## src/rtl/link_seq_pkg.sv

```systemverilog
package link_seq_pkg;
  localparam int ID_W   = 4;
  localparam int NSLOT  = 1 << ID_W;
  localparam int WORD_W = 32;
  localparam int LOOP_W = 12;
  localparam int JCNT_W = 16;

  localparam int A_JSEL_LO = NSLOT;
  localparam int JSEL_WORDS = NSLOT * ID_W / WORD_W;
  localparam int A_JCFG = A_JSEL_LO + JSEL_WORDS;
  localparam int A_LOOP = A_JCFG + 1;
  localparam int A_CTRL = A_LOOP + 1;
  localparam int ADDR_W = $clog2(A_CTRL + 1);

  localparam logic [ID_W-1:0] ID_END = '1;

  typedef enum logic [3:0] {
    MODE_STOP = 4'd0,
    MODE_TURN = 4'd1,
    MODE_HS   = 4'd2,
    MODE_ESC  = 4'd3,
    MODE_HSX  = 4'd4,
    MODE_NOP  = 4'd5
  } mode_e;

  localparam logic [3:0] ESC_LPDT = 4'd0;
  localparam logic [3:0] ESC_ULP  = 4'd1;
  localparam logic [3:0] ESC_RST  = 4'd4;
  localparam logic [3:0] PKT_PIX  = 4'd0;
  localparam logic [3:0] PKT_CMD  = 4'd1;

  typedef struct packed {
    logic [3:0]  mode;
    logic [3:0]  esc;
    logic [3:0]  pkt;
    logic [14:0] rsvd;
    logic        clk_en;
    logic [3:0]  lane_en;
  } func_t;
endpackage

```

## src/rtl/link_seq_regs.sv

```systemverilog
module link_seq_regs
  import link_seq_pkg::*;
(
  input  logic                           clk_i,
  input  logic                           rst_ni,
  input  logic                           wr_en_i,
  input  logic [ADDR_W-1:0]              wr_addr_i,
  input  logic [WORD_W-1:0]              wr_data_i,
  input  logic [ADDR_W-1:0]              rd_addr_i,
  input  logic                           busy_i,
  input  logic                           err_i,
  output logic [WORD_W-1:0]              rd_data_o,
  output logic [NSLOT-1:0][WORD_W-1:0]   slot_tbl_o,
  output logic [NSLOT*ID_W-1:0]          jsel_o,
  output logic [WORD_W-1:0]              jcfg_o,
  output logic [WORD_W-1:0]              loop_o,
  output logic                           start_o,
  output logic                           abort_o
);
  logic [NSLOT-1:0][WORD_W-1:0]      slot_q;
  logic [JSEL_WORDS-1:0][WORD_W-1:0] jsel_q;
  logic [WORD_W-1:0]                 jcfg_q, loop_q;
  logic                              ctrl_wr;

  for (genvar g = 0; g < NSLOT; g++) begin : g_slot
    always_ff @(posedge clk_i or negedge rst_ni) begin
      if (!rst_ni) slot_q[g] <= '0;
      else if (wr_en_i && wr_addr_i == ADDR_W'(g)) slot_q[g] <= wr_data_i;
    end
  end

  // reset successors to END so a bare start runs slot 0 only
  for (genvar w = 0; w < JSEL_WORDS; w++) begin : g_jsel
    always_ff @(posedge clk_i or negedge rst_ni) begin
      if (!rst_ni) jsel_q[w] <= '1;
      else if (wr_en_i && wr_addr_i == ADDR_W'(A_JSEL_LO + w)) jsel_q[w] <= wr_data_i;
    end
  end

  always_ff @(posedge clk_i or negedge rst_ni) begin
    if (!rst_ni) begin
      jcfg_q <= '0;
      loop_q <= '0;
    end else if (wr_en_i) begin
      if (wr_addr_i == ADDR_W'(A_JCFG)) jcfg_q <= wr_data_i;
      if (wr_addr_i == ADDR_W'(A_LOOP)) loop_q <= wr_data_i;
    end
  end

  assign ctrl_wr = wr_en_i && wr_addr_i == ADDR_W'(A_CTRL);
  assign start_o = ctrl_wr && wr_data_i[0];
  assign abort_o = ctrl_wr && !wr_data_i[0];

  always_comb begin
    rd_data_o = '0;
    if (rd_addr_i < ADDR_W'(NSLOT)) rd_data_o = slot_q[rd_addr_i[ID_W-1:0]];
    for (int w = 0; w < JSEL_WORDS; w++)
      if (rd_addr_i == ADDR_W'(A_JSEL_LO + w)) rd_data_o = jsel_q[w];
    if (rd_addr_i == ADDR_W'(A_JCFG)) rd_data_o = jcfg_q;
    if (rd_addr_i == ADDR_W'(A_LOOP)) rd_data_o = loop_q;
    if (rd_addr_i == ADDR_W'(A_CTRL)) rd_data_o = {{(WORD_W-2){1'b0}}, err_i, busy_i};
  end

  assign slot_tbl_o = slot_q;
  assign jsel_o     = jsel_q;
  assign jcfg_o     = jcfg_q;
  assign loop_o     = loop_q;
endmodule

```

## src/rtl/link_seq_next.sv

```systemverilog
module link_seq_next
  import link_seq_pkg::*;
(
  input  logic [ID_W-1:0]       cur_i,
  input  logic [NSLOT*ID_W-1:0] jsel_i,
  input  logic [ID_W-1:0]       jpt_i,
  input  logic [ID_W-1:0]       jtgt_i,
  input  logic [JCNT_W-1:0]     jleft_i,
  output logic [ID_W-1:0]       nxt_o,
  output logic                  take_o
);
  assign take_o = (cur_i == jpt_i) && (jleft_i != '0);
  assign nxt_o  = take_o ? jtgt_i : jsel_i[cur_i*ID_W +: ID_W];
endmodule

```

## src/rtl/link_seq_ctrl.sv

```systemverilog
module link_seq_ctrl
  import link_seq_pkg::*;
#(
  parameter int MAX_STEPS = 64
) (
  input  logic                         clk_i,
  input  logic                         rst_ni,
  input  logic                         start_i,
  input  logic                         abort_i,
  input  logic [NSLOT-1:0][WORD_W-1:0] slot_tbl_i,
  input  logic [ID_W-1:0]              nxt_i,
  input  logic                         take_i,
  input  logic [JCNT_W-1:0]            jcnt_i,
  input  logic [LOOP_W-1:0]            n0_i,
  input  logic [LOOP_W-1:0]            n1_i,
  output logic                         busy_o,
  output logic                         done_o,
  output logic                         err_o,
  output logic                         step_o,
  output logic [ID_W-1:0]              slot_o,
  output logic [WORD_W-1:0]            func_o,
  output logic [JCNT_W-1:0]            jleft_o
);
  localparam int STEP_W = $clog2(MAX_STEPS + 1);

  logic              busy_q, done_q, err_q, step_q, dly_seen_q;
  logic [ID_W-1:0]   cur_q;
  logic [WORD_W-1:0] func_q;
  logic [LOOP_W-1:0] dly_q;
  logic [STEP_W-1:0] steps_q;
  logic [JCNT_W-1:0] jleft_q;

  logic [ID_W-1:0]   ld_id;
  func_t             ld_func;
  logic              ld_nop;
  logic [LOOP_W-1:0] ld_dly;

  // word of the slot about to be entered, and its delay length
  assign ld_id   = start_i ? '0 : nxt_i;
  assign ld_func = func_t'(slot_tbl_i[ld_id]);
  assign ld_nop  = ld_func.mode == MODE_NOP;
  assign ld_dly  = !ld_nop ? '0 : (dly_seen_q && !start_i) ? n1_i : n0_i;

  always_ff @(posedge clk_i or negedge rst_ni) begin
    if (!rst_ni) begin
      busy_q     <= 1'b0;
      done_q     <= 1'b0;
      err_q      <= 1'b0;
      step_q     <= 1'b0;
      dly_seen_q <= 1'b0;
      cur_q      <= '0;
      func_q     <= '0;
      dly_q      <= '0;
      steps_q    <= '0;
      jleft_q    <= '0;
    end else begin
      step_q <= 1'b0;
      done_q <= 1'b0;
      if (start_i) begin
        busy_q     <= 1'b1;
        err_q      <= 1'b0;
        step_q     <= 1'b1;
        cur_q      <= ld_id;
        func_q     <= ld_func;
        dly_q      <= ld_dly;
        dly_seen_q <= ld_nop;
        steps_q    <= STEP_W'(1);
        jleft_q    <= jcnt_i;
      end else if (abort_i) begin
        busy_q <= 1'b0;
        dly_q  <= '0;
      end else if (busy_q) begin
        if (dly_q != '0) begin
          dly_q <= dly_q - 1'b1;
        end else if (nxt_i == ID_END) begin
          busy_q <= 1'b0;
          done_q <= 1'b1;
        end else if (steps_q == STEP_W'(MAX_STEPS)) begin
          busy_q <= 1'b0;
          err_q  <= 1'b1;
        end else begin
          step_q  <= 1'b1;
          cur_q   <= ld_id;
          func_q  <= ld_func;
          dly_q   <= ld_dly;
          steps_q <= steps_q + 1'b1;
          if (ld_nop) dly_seen_q <= 1'b1;
          if (take_i) jleft_q <= jleft_q - 1'b1;
        end
      end
    end
  end

  assign busy_o  = busy_q;
  assign done_o  = done_q;
  assign err_o   = err_q;
  assign step_o  = step_q;
  assign slot_o  = cur_q;
  assign func_o  = func_q;
  assign jleft_o = jleft_q;
endmodule

```

## src/rtl/link_seq_top.sv

```systemverilog
module link_seq_top
  import link_seq_pkg::*;
#(
  parameter int MAX_STEPS = 64
) (
  input  logic              clk_i,
  input  logic              rst_ni,
  input  logic              wr_en_i,
  input  logic [ADDR_W-1:0] wr_addr_i,
  input  logic [WORD_W-1:0] wr_data_i,
  input  logic [ADDR_W-1:0] rd_addr_i,
  output logic [WORD_W-1:0] rd_data_o,
  output logic              busy_o,
  output logic              done_o,
  output logic              err_o,
  output logic              step_o,
  output logic [ID_W-1:0]   slot_o,
  output logic [WORD_W-1:0] func_o
);
  logic [NSLOT-1:0][WORD_W-1:0] slot_tbl;
  logic [NSLOT*ID_W-1:0]        jsel;
  logic [WORD_W-1:0]            jcfg, loop_w;
  logic                         start, abort, take;
  logic [ID_W-1:0]              nxt;
  logic [JCNT_W-1:0]            jleft;

  link_seq_regs u_regs (
    .clk_i      (clk_i),
    .rst_ni     (rst_ni),
    .wr_en_i    (wr_en_i),
    .wr_addr_i  (wr_addr_i),
    .wr_data_i  (wr_data_i),
    .rd_addr_i  (rd_addr_i),
    .busy_i     (busy_o),
    .err_i      (err_o),
    .rd_data_o  (rd_data_o),
    .slot_tbl_o (slot_tbl),
    .jsel_o     (jsel),
    .jcfg_o     (jcfg),
    .loop_o     (loop_w),
    .start_o    (start),
    .abort_o    (abort)
  );

  link_seq_next u_next (
    .cur_i   (slot_o),
    .jsel_i  (jsel),
    .jpt_i   (jcfg[19:16]),
    .jtgt_i  (jcfg[23:20]),
    .jleft_i (jleft),
    .nxt_o   (nxt),
    .take_o  (take)
  );

  link_seq_ctrl #(.MAX_STEPS(MAX_STEPS)) u_ctrl (
    .clk_i      (clk_i),
    .rst_ni     (rst_ni),
    .start_i    (start),
    .abort_i    (abort),
    .slot_tbl_i (slot_tbl),
    .nxt_i      (nxt),
    .take_i     (take),
    .jcnt_i     (jcfg[JCNT_W-1:0]),
    .n0_i       (loop_w[LOOP_W-1:0]),
    .n1_i       (loop_w[16 +: LOOP_W]),
    .busy_o     (busy_o),
    .done_o     (done_o),
    .err_o      (err_o),
    .step_o     (step_o),
    .slot_o     (slot_o),
    .func_o     (func_o),
    .jleft_o    (jleft)
  );
endmodule

```

## config.mk

```make
export PLATFORM = sky130hd
export DESIGN_NAME = link_seq_top
export DESIGN_NICKNAME = d
export VERILOG_FILES = /design/src/rtl/link_seq_pkg.sv /design/src/rtl/link_seq_regs.sv /design/src/rtl/link_seq_next.sv /design/src/rtl/link_seq_ctrl.sv /design/src/rtl/link_seq_top.sv
export SDC_FILE = /design/constraint.sdc
export NUM_CORES = 2
export LEC_CHECK = 0
export ABC_AREA = 1
export BUFFER_PORTS_ARGS = -buffer_cell sky130_fd_sc_hd__buf_2
export CAP_MARGIN = 20
export CORE_ASPECT_RATIO = 0.8
export CORE_UTILIZATION = 30
export CTS_CLUSTER_SIZE = 40
export DETAILED_ROUTE_END_ITERATION = 16
export GPL_TIMING_DRIVEN = 0
export HOLD_SLACK_MARGIN = 0.1
export SLEW_MARGIN = 30
export SYNTH_ARGS = -nofsm -noshare
export SYNTH_HDL_FRONTEND = slang
export SYNTH_SLANG_ARGS = --single-unit
```

## constraint.sdc

```tcl
create_clock -name clk_i -period 4.1 [get_ports clk_i]
set_input_delay 0.615 -clock clk_i [delete_from_list [all_inputs] [get_ports clk_i]]
set_output_delay 0.615 -clock clk_i [all_outputs]
set_load 0.01 [all_outputs]
```

==> metrics.md <==
| Metric | Value |
|---|---|
| Sequential area share after synthesis | 48.4% |
| Pint | 18.5 mW |
| Bufs and invs on worst path | 6 |
| Clock power frac | 20.9% |
| DRT antenna net count | 0 |
| Grt total ovfl | 0 |
| Leading area contributor after synthesis | dfrtp_1 |
| DR DRC count | 0 |
| Gp weighted congestion | 1.05 |
| Die area | 0.125 mm² |
| Reg clk slew, reported paths | 70 ps |
| Worst Tran Pin Value | 1170 ps |
| Pwr/cell area | 849 mW/mm² |
| CTS sink cnt | 716 |
| Comb power frac | 51.6% |
| HP Class | in -> reg |
| Synthesized area | 0.0372 mm² |
| GRT Util Overall | 30.2% |
| Most used cell, CP | buf_2 |
| Status | complete, but fails checks |
| Post-Synthesis Cells | 4594 |
| CTS tree | built |
| Cell variety after synth | 43 |
| WP data required | 3480 ps |
| Syn nets | 4644 |
| Ys flop type | dfrtp_1 |
| Violated checks | setup timing |
| Worst VDD drop | 0.566 mV |
| Flop2flop setup slack | -90 ps |
| Final min period | 4260 ps |
| Drt wl/cell | 29.8 µm |
| Synth area leaders | dfrtp_1 (44%), nand2_1 (11%), o21ai_0 (9.7%) |
| Syn_area_per_cell | 8.09 µm² |
| Maximum clock insertion buffer count | 3 |
| Number of global-route vias before repair | 36.1k |
| Asr flop ratio synth | 100% |
| CP startpoint kind | input pin |
| Hold Crit Start | wr_data_i[0] |
| Fill cells | 13.0k |
| P&R area growth vs syn | 16.3% |
| Area of the multi-input gates | 0.0168 mm² |
| Die height | 317 µm |
| Total Wirelength | 194000 µm |
| Final Setup Violations | 15 |
| Fraction of layout cells with a size suffix above 1 | 15.0% |
| Effective utilization at floorplan | 30.2% |
| RSZ-0062 raised after global routing | yes |
| IO Pins | 117 |
| Row Count | 115 |
| Number of flops mapped to enable cells by yosys | 0 |
| CP max FO | 10 |
| Worst Setup SP | rd_addr_i[1] |
| Synth warn | 0 |
| #FFs+latches synth | 716 |
| # port buffers | 114 |
| Total area of sequential cells | 0.0180 mm² |
| Via density | 6.11 |
| Sw Pwr | 18.2 mW |
| CTS Root Cell | clkbuf_16 |
| Register share of total power | 27.5% |
| Core area | 0.123 mm² |
| Die W | 395 µm |
| Rel. slew slack | 21.8% |
| PnR worst setup slack | -157 ps |
| Clock latency on the worst-skew pair | 700 ps |
| Critical path cell sequence | buf_2, inv_1, nor2_2, clkbuf_4, buf_2, nand2_1, o2111ai_1, nand3_1, a31oi_1, a21oi_1, o211ai_1, o21ai_0, inv_1, buf_2 |
| Hold Path End | u_regs.slot_tbl_o[480]$_DFFE_PN0P_ |
| Layout Nets | 4857 |
| Max stage delay cell, worst path | buf_2 |
| Slowest stage delay, CP | 460 ps |
| Antenna violations before repair | 14 |
| Element type at the critical path end | output port |
| Fmax | 235 MHz |
| Clock skew | 41.1 ps |
| Final worst path period share | 104% |
| Most frequent cell after synthesis | nand2_1 |
| Initial drt markers | 6896 |
| Largest net degree at the start of global routing | 112 |
| Placed cells | 6357 |
| Sw Share | 49.6% |
| Critical path type | in -> out |
| Non-Filler Instances | 6524 |
| Pwr Total | 36.7 mW |
| Max_cap viols | 0 |
| Post-DP HPWL | 141000 µm |
| Final Max Slew Viols | 0 |
| Hold path cells | 3 |
| H-tree Lvls | 3 |
| Via Count | 39.8k |
| Post-Place Worst Slack | -1090 ps |
| Cell family with the largest share of critical-path delay | buffers and inverters |
| Post-synth top area share | 43.9% |
| Hold Vio Cnt, Final | 0 |
| Drt pass-1 iters | 7 |
| Reg2reg end | u_ctrl.func_o[11]$_DFFE_PN0P_ |
| R2R depth | 15 |
| Reg2reg start | u_ctrl.slot_o[0]$_DFFE_PN0P_ |
| Leakage power | 19.0 nW |
| Clock buffer count from CTS | 80 |
| First-pass GRT wire length | 271000 µm |
| Worst path arrival time | 3640 ps |
| Commonest cells post-synth | nand2_1 (1118), o21ai_0 (722), dfrtp_1 (652) |
## cells in the final DEF (no fill, tap or decap), types with 10 or more instances in the layout
| cell | netlist | layout |
|---|---|---|
| clkbuf_1 | 309 | 239 |
| o211ai_1 | 240 | 240 |
| nor3_1 | 19 | 17 |
| nand4_1 | 33 | 33 |
| diode_2 | 0 | 19 |
| buf_6 | 9 | 10 |
| clkbuf_8 | 0 | 15 |
| mux2i_1 | 13 | 13 |
| buf_2 | 70 | 183 |
| buf_4 | 8 | 20 |
| dfstp_2 | 64 | 64 |
| a31oi_1 | 69 | 64 |
| nor2_1 | 86 | 79 |
| clkinv_2 | 0 | 19 |
| clkbuf_2 | 1 | 63 |
| nand3_1 | 356 | 354 |
| or2_2 | 182 | 182 |
| dfrtp_1 | 652 | 652 |
| o2111ai_1 | 35 | 35 |
| a21oi_1 | 108 | 108 |
| clkbuf_16 | 0 | 81 |
| a22oi_1 | 182 | 182 |
| nand2_1 | 1118 | 1115 |
| inv_1 | 203 | 202 |
| o21ai_0 | 722 | 721 |
| o22ai_1 | 24 | 24 |
| a221oi_1 | 12 | 11 |
| clkbuf_4 | 0 | 24 |
## per-layer routing
metal	up-vias	global-route usage, %	wire length (µm)
met2	3302	39.6	74300
met4	14	14.9	11400
li1	16342	-	-
met1	19513	41.0	77400
met5	-	0.595	327
met3	675	14.0	31000
## metrics by stage
stage	setup TNS (ps)	util, %	hold slack (ps)	instance area [µm²]
final	-658	35.2	377	43200
after detailed placement	-27490	32.6	469	40100
after global placement	-9279890	32.4	462	39800
after floorplan	0	-	319	37200
after global routing	-23.2	35.1	402	43200
after CTS	-10.6	35.0	364	43000
## worst reg2reg max path, delay by kind of cell (launching register included)
kind	cells	cell delay (ps)
AO/OA/AOI/OAI	4	750
flip-flops	1	420
buffers and inverters	5	1780
AND/OR/NAND/NOR	6	1170
## logic make-up after synthesis
| logic type | after synthesis | share of synthesized area, % |
|---|---|---|
| adder cells (fa/ha/maj) | 5 | 0.168 |
| flip-flops | 716 | 48.4 |
| AND/OR/NAND/NOR | 1811 | 21.2 |
| multiplexers | 13 | 0.350 |
| buffers and inverters | 626 | 6.82 |
| XOR/XNOR | 16 | 0.377 |
| AO/OA/AOI/OAI | 1407 | 22.7 |
## power groups by stage
| stage | Clock (mW) | Combinational (mW) | Sequential, mW |
|---|---|---|---|
| 2_1_floorplan | 0 | 10.1 | 9.66 |
| 3_3_place_gp | 0 | 17.2 | 10.1 |
| 3_5_place_dp | 0 | 17.3 | 10.1 |
| 4_1_cts | 7.66 | 17.4 | 9.98 |
| 5_1_grt | 7.95 | 19.1 | 10.2 |
| 6_report | 7.66 | 18.9 | 10.1 |
## worst max path at each step
stage | slack, ps | end | cells past startpoint
CTS | -6 | rd_data_o[3] | 15
global route | -20 | u_ctrl.func_o[1]$_DFFE_PN0P_ | 15
global placement | -13470 | u_ctrl.func_o[30]$_DFFE_PN0P_ | 1
finish | -160 | rd_data_o[26] | 14
floorplan | 1200 | rd_data_o[0] | 11
detailed placement | -1090 | rd_data_o[4] | 14
## flip-flops by register name, indices dropped and copies added (netlist names), 4 cells and up
| signal | count |
|---|---|
| u_ctrl.dly_q | 12 |
| u_ctrl.func_o | 32 |
| u_ctrl.jleft_o | 16 |
| u_ctrl.slot_o | 4 |
| u_ctrl.steps_q | 7 |
| u_regs.jcfg_o | 32 |
| u_regs.jsel_o | 64 |
| u_regs.loop_o | 32 |
| u_regs.slot_tbl_o | 512 |
## repair_timing
item	CTS	global route
setup endpoints to repair	36	64
hold buffers	1	0
endpoints found under the hold margin	83	0
buffers inserted	3	2
resized for setup	75	106
pin swaps	1	5
## final cells by class
type | instances | share of cell area, %
clock inverter | 35 | 0.959
tap | 1638 | 4.74
multi-input combinational | 3252 | 38.8
sequential | 716 | 41.7
antenna | 19 | 0.110
inverter | 211 | 1.84
buffer | 415 | 4.54
clock buffer | 107 | 5.26
timing repair buffer | 131 | 2.11
Power figures use the tool's default switching activity.
